<file path="config.mk">
export PLATFORM = sky130hd
export DESIGN_NAME = adc_seq_ctrl
export DESIGN_NICKNAME = d
export VERILOG_FILES = /design/src/rtl/adc_seq_pkg.sv /design/src/rtl/adc_tick_gen.sv /design/src/rtl/adc_frame_rx.sv /design/src/rtl/adc_seq_fsm.sv /design/src/rtl/adc_seq_ctrl.sv
export SDC_FILE = /design/constraint.sdc
export NUM_CORES = 1
export LEC_CHECK = 0
export BUFFER_PORTS_ARGS = -buffer_cell sky130_fd_sc_hd__clkbuf_2
export CAP_MARGIN = 20
export CORE_MARGIN = 3
export CORE_UTILIZATION = 35
export CTS_CLUSTER_DIAMETER = 60
export CTS_CLUSTER_SIZE = 8
export DETAILED_ROUTE_END_ITERATION = 12
export MAX_ROUTING_LAYER = met4
export SLEW_MARGIN = 40
export SYNTH_ARGS = -nofsm -noshare
export SYNTH_HDL_FRONTEND = slang
export SYNTH_SLANG_ARGS = --single-unit
</file>
<file path="constraint.sdc">
create_clock -name clk_i -period 4.17 [get_ports clk_i]
set_input_delay 0.417 -clock clk_i [delete_from_list [all_inputs] [get_ports clk_i]]
set_output_delay 0.417 -clock clk_i [all_outputs]
set_load 0.005 [all_outputs]
</file>
<file path="src/rtl/adc_seq_pkg.sv">
package adc_seq_pkg;
  typedef enum logic [3:0] {
    ST_IDLE, ST_WAKE_HI, ST_WAKE_LO, ST_CONV_HI, ST_CONV_LO,
    ST_SCK_HI, ST_SCK_LO, ST_PD_HI, ST_PD_LO, ST_DONE
  } seq_st_e;

  typedef enum logic [1:0] {PWR_ON = 2'd0, PWR_NAP = 2'd1, PWR_SLEEP = 2'd2} pwr_e;
  typedef enum logic [1:0] {REQ_NONE = 2'd0, REQ_NAP = 2'd1, REQ_SLEEP = 2'd2, REQ_WAKE = 2'd3} pwr_req_e;

  localparam int unsigned NAP_PULSES   = 2;
  localparam int unsigned SLEEP_PULSES = 4;
endpackage

</file>
<file path="src/rtl/adc_tick_gen.sv">
module adc_tick_gen #(
  parameter int DIV_W = 8
) (
  input  logic             clk_i,
  input  logic             rst_ni,
  input  logic             run_i,
  input  logic             load_i,
  input  logic [DIV_W-1:0] div_i,
  output logic             tick_o
);
  logic [DIV_W-1:0] div_q, cnt_q;

  assign tick_o = run_i && (cnt_q == div_q);

  always_ff @(posedge clk_i or negedge rst_ni) begin
    if (!rst_ni) begin
      div_q <= '0;
      cnt_q <= '0;
    end else begin
      if (load_i) div_q <= div_i;
      if (!run_i || tick_o) cnt_q <= '0;
      else                  cnt_q <= cnt_q + 1'b1;
    end
  end
endmodule

</file>
<file path="src/rtl/adc_frame_rx.sv">
module adc_frame_rx #(
  parameter int CH_NUM = 6,
  parameter int RES_W  = 14,
  localparam int CNT_W = $clog2(CH_NUM + 1)
) (
  input  logic                    clk_i,
  input  logic                    rst_ni,
  input  logic                    clr_i,
  input  logic                    shift_i,
  input  logic                    sdo_i,
  input  logic                    store_i,
  input  logic                    fin_i,
  input  logic [CNT_W-1:0]        frm_i,
  input  logic [CNT_W-1:0]        n_act_i,
  output logic [CH_NUM-1:0]       valid_o,
  output logic [CH_NUM*RES_W-1:0] result_o
);
  logic [RES_W-1:0]  shift_q;
  logic [RES_W-1:0]  res_q [CH_NUM];
  logic [CH_NUM-1:0] valid_q;

  always_ff @(posedge clk_i or negedge rst_ni) begin
    if (!rst_ni) shift_q <= '0;
    else if (shift_i) shift_q <= {shift_q[RES_W-2:0], sdo_i};
  end

  always_ff @(posedge clk_i or negedge rst_ni) begin
    if (!rst_ni) begin
      valid_q <= '0;
      for (int c = 0; c < CH_NUM; c++) res_q[c] <= '0;
    end else begin
      if (clr_i) valid_q <= '0;
      for (int c = 0; c < CH_NUM; c++) begin
        if (store_i && (frm_i == CNT_W'(c))) res_q[c] <= shift_q;
        if (fin_i) valid_q[c] <= (CNT_W'(c) < n_act_i);
      end
    end
  end

  assign valid_o = valid_q;

  for (genvar c = 0; c < CH_NUM; c++) begin : g_pack
    assign result_o[c*RES_W +: RES_W] = res_q[c];
  end
endmodule

</file>
<file path="src/rtl/adc_seq_fsm.sv">
module adc_seq_fsm
  import adc_seq_pkg::*;
#(
  parameter int CH_NUM    = 6,
  parameter int RES_W     = 14,
  parameter int FRAME_LEN = 16,
  parameter int SEL_W     = 3,
  localparam int CNT_W    = $clog2(CH_NUM + 1),
  localparam int BIT_W    = $clog2(FRAME_LEN),
  localparam int PD_W     = $clog2(SLEEP_PULSES)
) (
  input  logic             clk_i,
  input  logic             rst_ni,
  input  logic             start_i,
  input  logic [SEL_W-1:0] sel_i,
  input  logic [1:0]       pwr_req_i,
  input  logic             tick_i,
  output logic             conv_o,
  output logic             sck_o,
  output logic             busy_o,
  output logic             done_o,
  output logic             run_o,
  output logic             load_o,
  output logic             clr_o,
  output logic             shift_o,
  output logic             store_o,
  output logic             fin_o,
  output logic [CNT_W-1:0] frm_o,
  output logic [CNT_W-1:0] n_act_o,
  output logic [1:0]       pwr_o
);
  seq_st_e          st_q;
  pwr_e             pwr_q, pd_tgt_q;
  logic [BIT_W-1:0] bit_q;
  logic [CNT_W-1:0] frm_q, n_act_q, n_act_d;
  logic [PD_W-1:0]  pd_q, pd_last;
  logic             conv_after_q, idle;

  assign idle = (st_q == ST_IDLE);

  always_comb begin
    if (int'(sel_i) >= CH_NUM - 1) n_act_d = CNT_W'(CH_NUM);
    else                           n_act_d = CNT_W'(sel_i) + 1'b1;
  end

  assign pd_last = (pd_tgt_q == PWR_SLEEP) ? PD_W'(SLEEP_PULSES - 1) : PD_W'(NAP_PULSES - 1);

  always_ff @(posedge clk_i or negedge rst_ni) begin
    if (!rst_ni) begin
      st_q         <= ST_IDLE;
      pwr_q        <= PWR_ON;
      pd_tgt_q     <= PWR_NAP;
      bit_q        <= '0;
      frm_q        <= '0;
      n_act_q      <= CNT_W'(1);
      pd_q         <= '0;
      conv_after_q <= 1'b0;
    end else begin
      unique case (st_q)
        ST_IDLE: begin
          if (start_i) begin
            n_act_q      <= n_act_d;
            bit_q        <= '0;
            frm_q        <= '0;
            conv_after_q <= 1'b1;
            st_q         <= (pwr_q != PWR_ON) ? ST_WAKE_HI : ST_CONV_HI;
          end else begin
            case (pwr_req_i)
              REQ_NAP:   begin pd_tgt_q <= PWR_NAP;   pd_q <= '0; st_q <= ST_PD_HI; end
              REQ_SLEEP: begin pd_tgt_q <= PWR_SLEEP; pd_q <= '0; st_q <= ST_PD_HI; end
              REQ_WAKE:  begin conv_after_q <= 1'b0; st_q <= ST_WAKE_HI; end
              default: ;
            endcase
          end
        end
        ST_WAKE_HI: if (tick_i) st_q <= ST_WAKE_LO;
        ST_WAKE_LO: if (tick_i) begin
          pwr_q <= PWR_ON;
          st_q  <= conv_after_q ? ST_CONV_HI : ST_IDLE;
        end
        ST_CONV_HI: if (tick_i) st_q <= ST_CONV_LO;
        ST_CONV_LO: if (tick_i) st_q <= ST_SCK_HI;
        ST_SCK_HI:  if (tick_i) st_q <= ST_SCK_LO;
        ST_SCK_LO: if (tick_i) begin
          if (bit_q == BIT_W'(FRAME_LEN - 1)) begin
            bit_q <= '0;
            if (frm_q == n_act_q - 1'b1) st_q <= ST_DONE;
            else begin
              frm_q <= frm_q + 1'b1;
              st_q  <= ST_SCK_HI;
            end
          end else begin
            bit_q <= bit_q + 1'b1;
            st_q  <= ST_SCK_HI;
          end
        end
        ST_PD_HI: if (tick_i) st_q <= ST_PD_LO;
        ST_PD_LO: if (tick_i) begin
          if (pd_q == pd_last) begin
            pwr_q <= pd_tgt_q;
            st_q  <= ST_IDLE;
          end else begin
            pd_q <= pd_q + 1'b1;
            st_q <= ST_PD_HI;
          end
        end
        ST_DONE: st_q <= ST_IDLE;
        default: st_q <= ST_IDLE;
      endcase
    end
  end

  assign conv_o  = (st_q == ST_CONV_HI) || (st_q == ST_PD_HI);
  assign sck_o   = (st_q == ST_SCK_HI) || (st_q == ST_WAKE_HI);
  assign busy_o  = !idle;
  assign done_o  = (st_q == ST_DONE);
  assign run_o   = !idle && !done_o;
  assign load_o  = idle && (start_i || (pwr_req_i != REQ_NONE));
  assign clr_o   = idle && start_i;
  // Capture on the last clock of the high phase; trailing frame bits are skipped.
  assign shift_o = tick_i && (st_q == ST_SCK_HI) && (int'(bit_q) < RES_W);
  assign store_o = tick_i && (st_q == ST_SCK_LO) && (bit_q == BIT_W'(FRAME_LEN - 1));
  assign fin_o   = store_o && (frm_q == n_act_q - 1'b1);
  assign frm_o   = frm_q;
  assign n_act_o = n_act_q;
  assign pwr_o   = pwr_q;
endmodule

</file>
<file path="src/rtl/adc_seq_ctrl.sv">
module adc_seq_ctrl #(
  parameter int CH_NUM    = 6,
  parameter int RES_W     = 14,
  parameter int FRAME_LEN = 16,
  parameter int DIV_W     = 8,
  parameter int SEL_W     = 3
) (
  input  logic                    clk_i,
  input  logic                    rst_ni,
  input  logic                    start_i,
  input  logic [SEL_W-1:0]        chan_sel_i,
  input  logic [DIV_W-1:0]        div_i,
  input  logic [1:0]              pwr_req_i,
  input  logic                    sdo_i,
  output logic                    conv_o,
  output logic                    sck_o,
  output logic                    busy_o,
  output logic                    done_o,
  output logic [1:0]              pwr_o,
  output logic [CH_NUM-1:0]       valid_o,
  output logic [CH_NUM*RES_W-1:0] result_o
);
  localparam int CNT_W = $clog2(CH_NUM + 1);

  logic             tick, run, load, clr, shift, store, fin;
  logic [CNT_W-1:0] frm, n_act;

  adc_tick_gen #(.DIV_W(DIV_W)) u_tick (
    .clk_i (clk_i),
    .rst_ni(rst_ni),
    .run_i (run),
    .load_i(load),
    .div_i (div_i),
    .tick_o(tick)
  );

  adc_seq_fsm #(
    .CH_NUM(CH_NUM), .RES_W(RES_W), .FRAME_LEN(FRAME_LEN), .SEL_W(SEL_W)
  ) u_fsm (
    .clk_i    (clk_i),
    .rst_ni   (rst_ni),
    .start_i  (start_i),
    .sel_i    (chan_sel_i),
    .pwr_req_i(pwr_req_i),
    .tick_i   (tick),
    .conv_o   (conv_o),
    .sck_o    (sck_o),
    .busy_o   (busy_o),
    .done_o   (done_o),
    .run_o    (run),
    .load_o   (load),
    .clr_o    (clr),
    .shift_o  (shift),
    .store_o  (store),
    .fin_o    (fin),
    .frm_o    (frm),
    .n_act_o  (n_act),
    .pwr_o    (pwr_o)
  );

  adc_frame_rx #(.CH_NUM(CH_NUM), .RES_W(RES_W)) u_rx (
    .clk_i   (clk_i),
    .rst_ni  (rst_ni),
    .clr_i   (clr),
    .shift_i (shift),
    .sdo_i   (sdo_i),
    .store_i (store),
    .fin_i   (fin),
    .frm_i   (frm),
    .n_act_i (n_act),
    .valid_o (valid_o),
    .result_o(result_o)
  );
endmodule

</file>
==> metrics <==
PostCTS Resize Cnt=0; Max VDD drop=between 0.2 and 0.3 mV; area occupied by multi-input gates=between 0.002 and 0.003 mm²; CP max stage delay=0.66 ns; Crit Reg-Reg Startpoint=u_tick.cnt_q[3]; Final GP Congestion=0.865; TritonCTS Sinks=141; Primary FF master, synth=dfrtp_1; Clk Latency, worst-skew pair=0.42 ns; Power Density=a little under 500 mW/mm²; Vias=between 3000 and 4000; Max Cap Violations=0; register area share after synthesis=roughly 55%; postcts setup bufs=0; status=finished, violations left; Int Power=2.58 mW; Die Y=141 µm; clock-pin slew on the worst setup and hold paths=0.06 ns; Net Sw Frac=a little under a third; Hold WC Path Type=in2async; Initial DRC Count=around 180; NetSw=1.15 mW; TritonCTS clock tree=done; Critical Path End=u_rx.valid_o[2]; first-pass GRT wire length=23.0 mm; H-tree depth=4; IO Pins=113; WL/cell=17.2 µm; Data arrival, critical path=roughly 3.4 ns; Final Slew Violations=0; asr flop ratio synth=100%; Worst Path Required=4.51 ns; # rows=48; largest net degree at the start of global routing=between 60 and 70; CORE AREA=0.0176 mm²; post-synthesis cell count=459; Num CTS Buffers=17; Synth area leaders=dfrtp_1, mux2_4, mux2_2; Mean Syn Cell Area=13.9 µm²; gr usage total=15.2%; RSZ-0062 raised after global routing=false; R2R Setup Slk=about 1.1 ns; final setup vio count=0; slowest CP cell=and3_1; Critical Path Fanout Max=9; most numerous cell in the Yosys netlist=dfrtp_1; Synth Register Bits=141; via/cell ratio=4.91; vias in the first global route=4172; kind of critical path=reg2reg; share of layout cells above drive strength 1=45.8%; yosys warns=0; nets=just over 600; commonest cells in the netlist=dfrtp_1, mux2_2, mux2_4; GRT Residual Overflow=0; Post-Syn Area=around 0.0064 mm²; Register Area=0.00353 mm²; CP startpoint=u_tick.cnt_q[3]; worst slew pin tran=0.685 ns; WHS=-0.00975 ns; dpl hpwl=9.75 mm; die width=about 140 µm; leakage=4.02 nW; port bufs=112; relative slew slack=54.0%; CP delay by family, top=simple AND/OR/NAND/NOR gates; Root Buffer=clkbuf_16; CP bufs+invs=0; antenna cell count=0; Residual DRC=0; crit share post-route=about 73%; final core utilization=between 40% and 50%; Clock power frac=a little under two fifths; Final Skew=0.0144 ns; Post-synth EDFFs=0; CTS Buffer Depth=2; syn nets=slightly below 500; Initial Util=36.4%; Comb power frac=between 10% and 20%; CP Cell Sequence=xnor2_1 -> nand4_2 -> nor4_4 -> and3_1 -> nor2b_1 -> mux2i_1; Post-Route WL=about 14 mm; DRT antenna net count=0; initial antenna violation count=0; Max Clk Rate=329 MHz; total negative slack=0 ns; die area=approximately 0.020 mm²; Synth top area share=54.3%; FILL cells=1633; Final Hold Viols=2; Yosys top cell by area=dfrtp_1; startpoint types=flop; Levels on crit path=6; failing checks=hold timing; Register-to-Register Path Depth=6; Period minus WS final=3.04 ns; Worst setup EP type=flop; library cells used by synthesis=51; CTS Hold Bufs=0; Sequential Power Share=45.8%; reg-to-reg endpoint=u_rx.valid_o[2]; drt first pass iters=5; area delta synth->final=20.7%
==> logic make-up (layout without fill, tap and decap cells) <==
family	after synthesis	in the layout	share of synthesized area, %
mux	114	114	22.8
compound gates	44	44	4.63
flops	141	141	55.1
xor+xnor	21	21	3.09
simple gates	91	91	8.48
buf+inv	33	163	2.91
fa+ha+maj	15	15	2.89
==> layer usage <==
layer	up-vias	share of wire [%]	GRT usage (%)
met5	-	0	-
met4	0	0.79	4.08
li1	1863	-	-
met3	6	5.3	4.08
met2	120	46	22.8
met1	2008	48	20.5
==> cells in the final DEF (no fill, tap or decap), types with 3 or more instances in the layout <==
cell and n:
nand2_1 26, nor2_1 18, mux2_2 57, inv_8 3
clkbuf_2 111, mux2i_1 7, ha_1 14, xnor2_1 10
nand3_4 5, xor2_1 10, nor2b_1 5, and3_1 3
o21ai_0 13, clkbuf_16 17, inv_1 16, nor3_1 7
nand3_1 10, a22o_1 4, mux2_4 50, clkinvlp_4 4
inv_6 5, o32ai_1 3, dfrtp_1 139, o31ai_1 3
a21oi_1 9
==> cell type report <==
type / instances / area share, %
clock inverters: 15 / 1.68
flip-flops and latches: 141 / 45.7
clock buffers: 17 / 5.51
inverters: 16 / 0.777
well taps: 225 / 3.64
multi-input cells: 285 / 35.0
repair buffers: 115 / 7.68
==> worst reg2reg max path, stage by stage, from the launching register on <==
cell     delay, ns
dfrtp_1       0.42
xnor2_1       0.23
nand4_2       0.20
nor4_4        0.56
and3_1        0.66
nor2b_1       0.64
mux2i_1       0.26
==> power groups by stage <==
| stage | clock [mW] | sequential (mW) | combinational, mW |
|---|---|---|---|
| 2_1_floorplan | 0 | 1.65 | 0.513 |
| 3_3_place_gp | 0 | 1.72 | 0.590 |
| 3_5_place_dp | 0 | 1.73 | 0.604 |
| 4_1_cts | 1.46 | 1.71 | 0.605 |
| 5_1_grt | 1.53 | 1.74 | 0.698 |
| 6_report | 1.42 | 1.71 | 0.608 |
==> how the worst min path moves through the flow <==
stage / slack [ns] / cells past startpoint / to / from
floorplan: 0.12 / 0 / u_fsm.bit_q[0] / rst_ni
global placement: 0.45 / 1 / u_rx.result_o[10] / rst_ni
detailed placement: 0.46 / 1 / u_rx.result_o[10] / rst_ni
CTS: 0.002 / 1 / u_rx.result_o[10] / rst_ni
global route: 0.01 / 1 / u_rx.result_o[10] / rst_ni
finish: -0.01 / 1 / u_rx.result_o[10] / rst_ni
==> through the flow <==
stage | instances | area [µm²] | setup WS [ns] | power, mW
floorplan | 459 | 6400 | 1.85 | 2.16
global placement | 781 | 7140 | 1.25 | 2.31
detailed placement | 781 | 7140 | 1.11 | 2.34
finish | 814 | 7720 | 1.13 | 3.74
CTS | 813 | 7690 | 1.09 | 3.78
global route | 814 | 7720 | 0.874 | 3.96
==> sequential cells by signal, summed over array words and instances, names as in the netlist, 3 cells and up <==
name           flops
u_rx.shift_q      14
u_rx.valid_o       6
u_fsm.frm_o        3
u_fsm.n_act_o      3
u_rx.result_o     84
u_fsm.st_q         4
u_tick.div_q       8
u_fsm.bit_q        4
u_tick.cnt_q       8
Power figures use the tool's default switching activity.
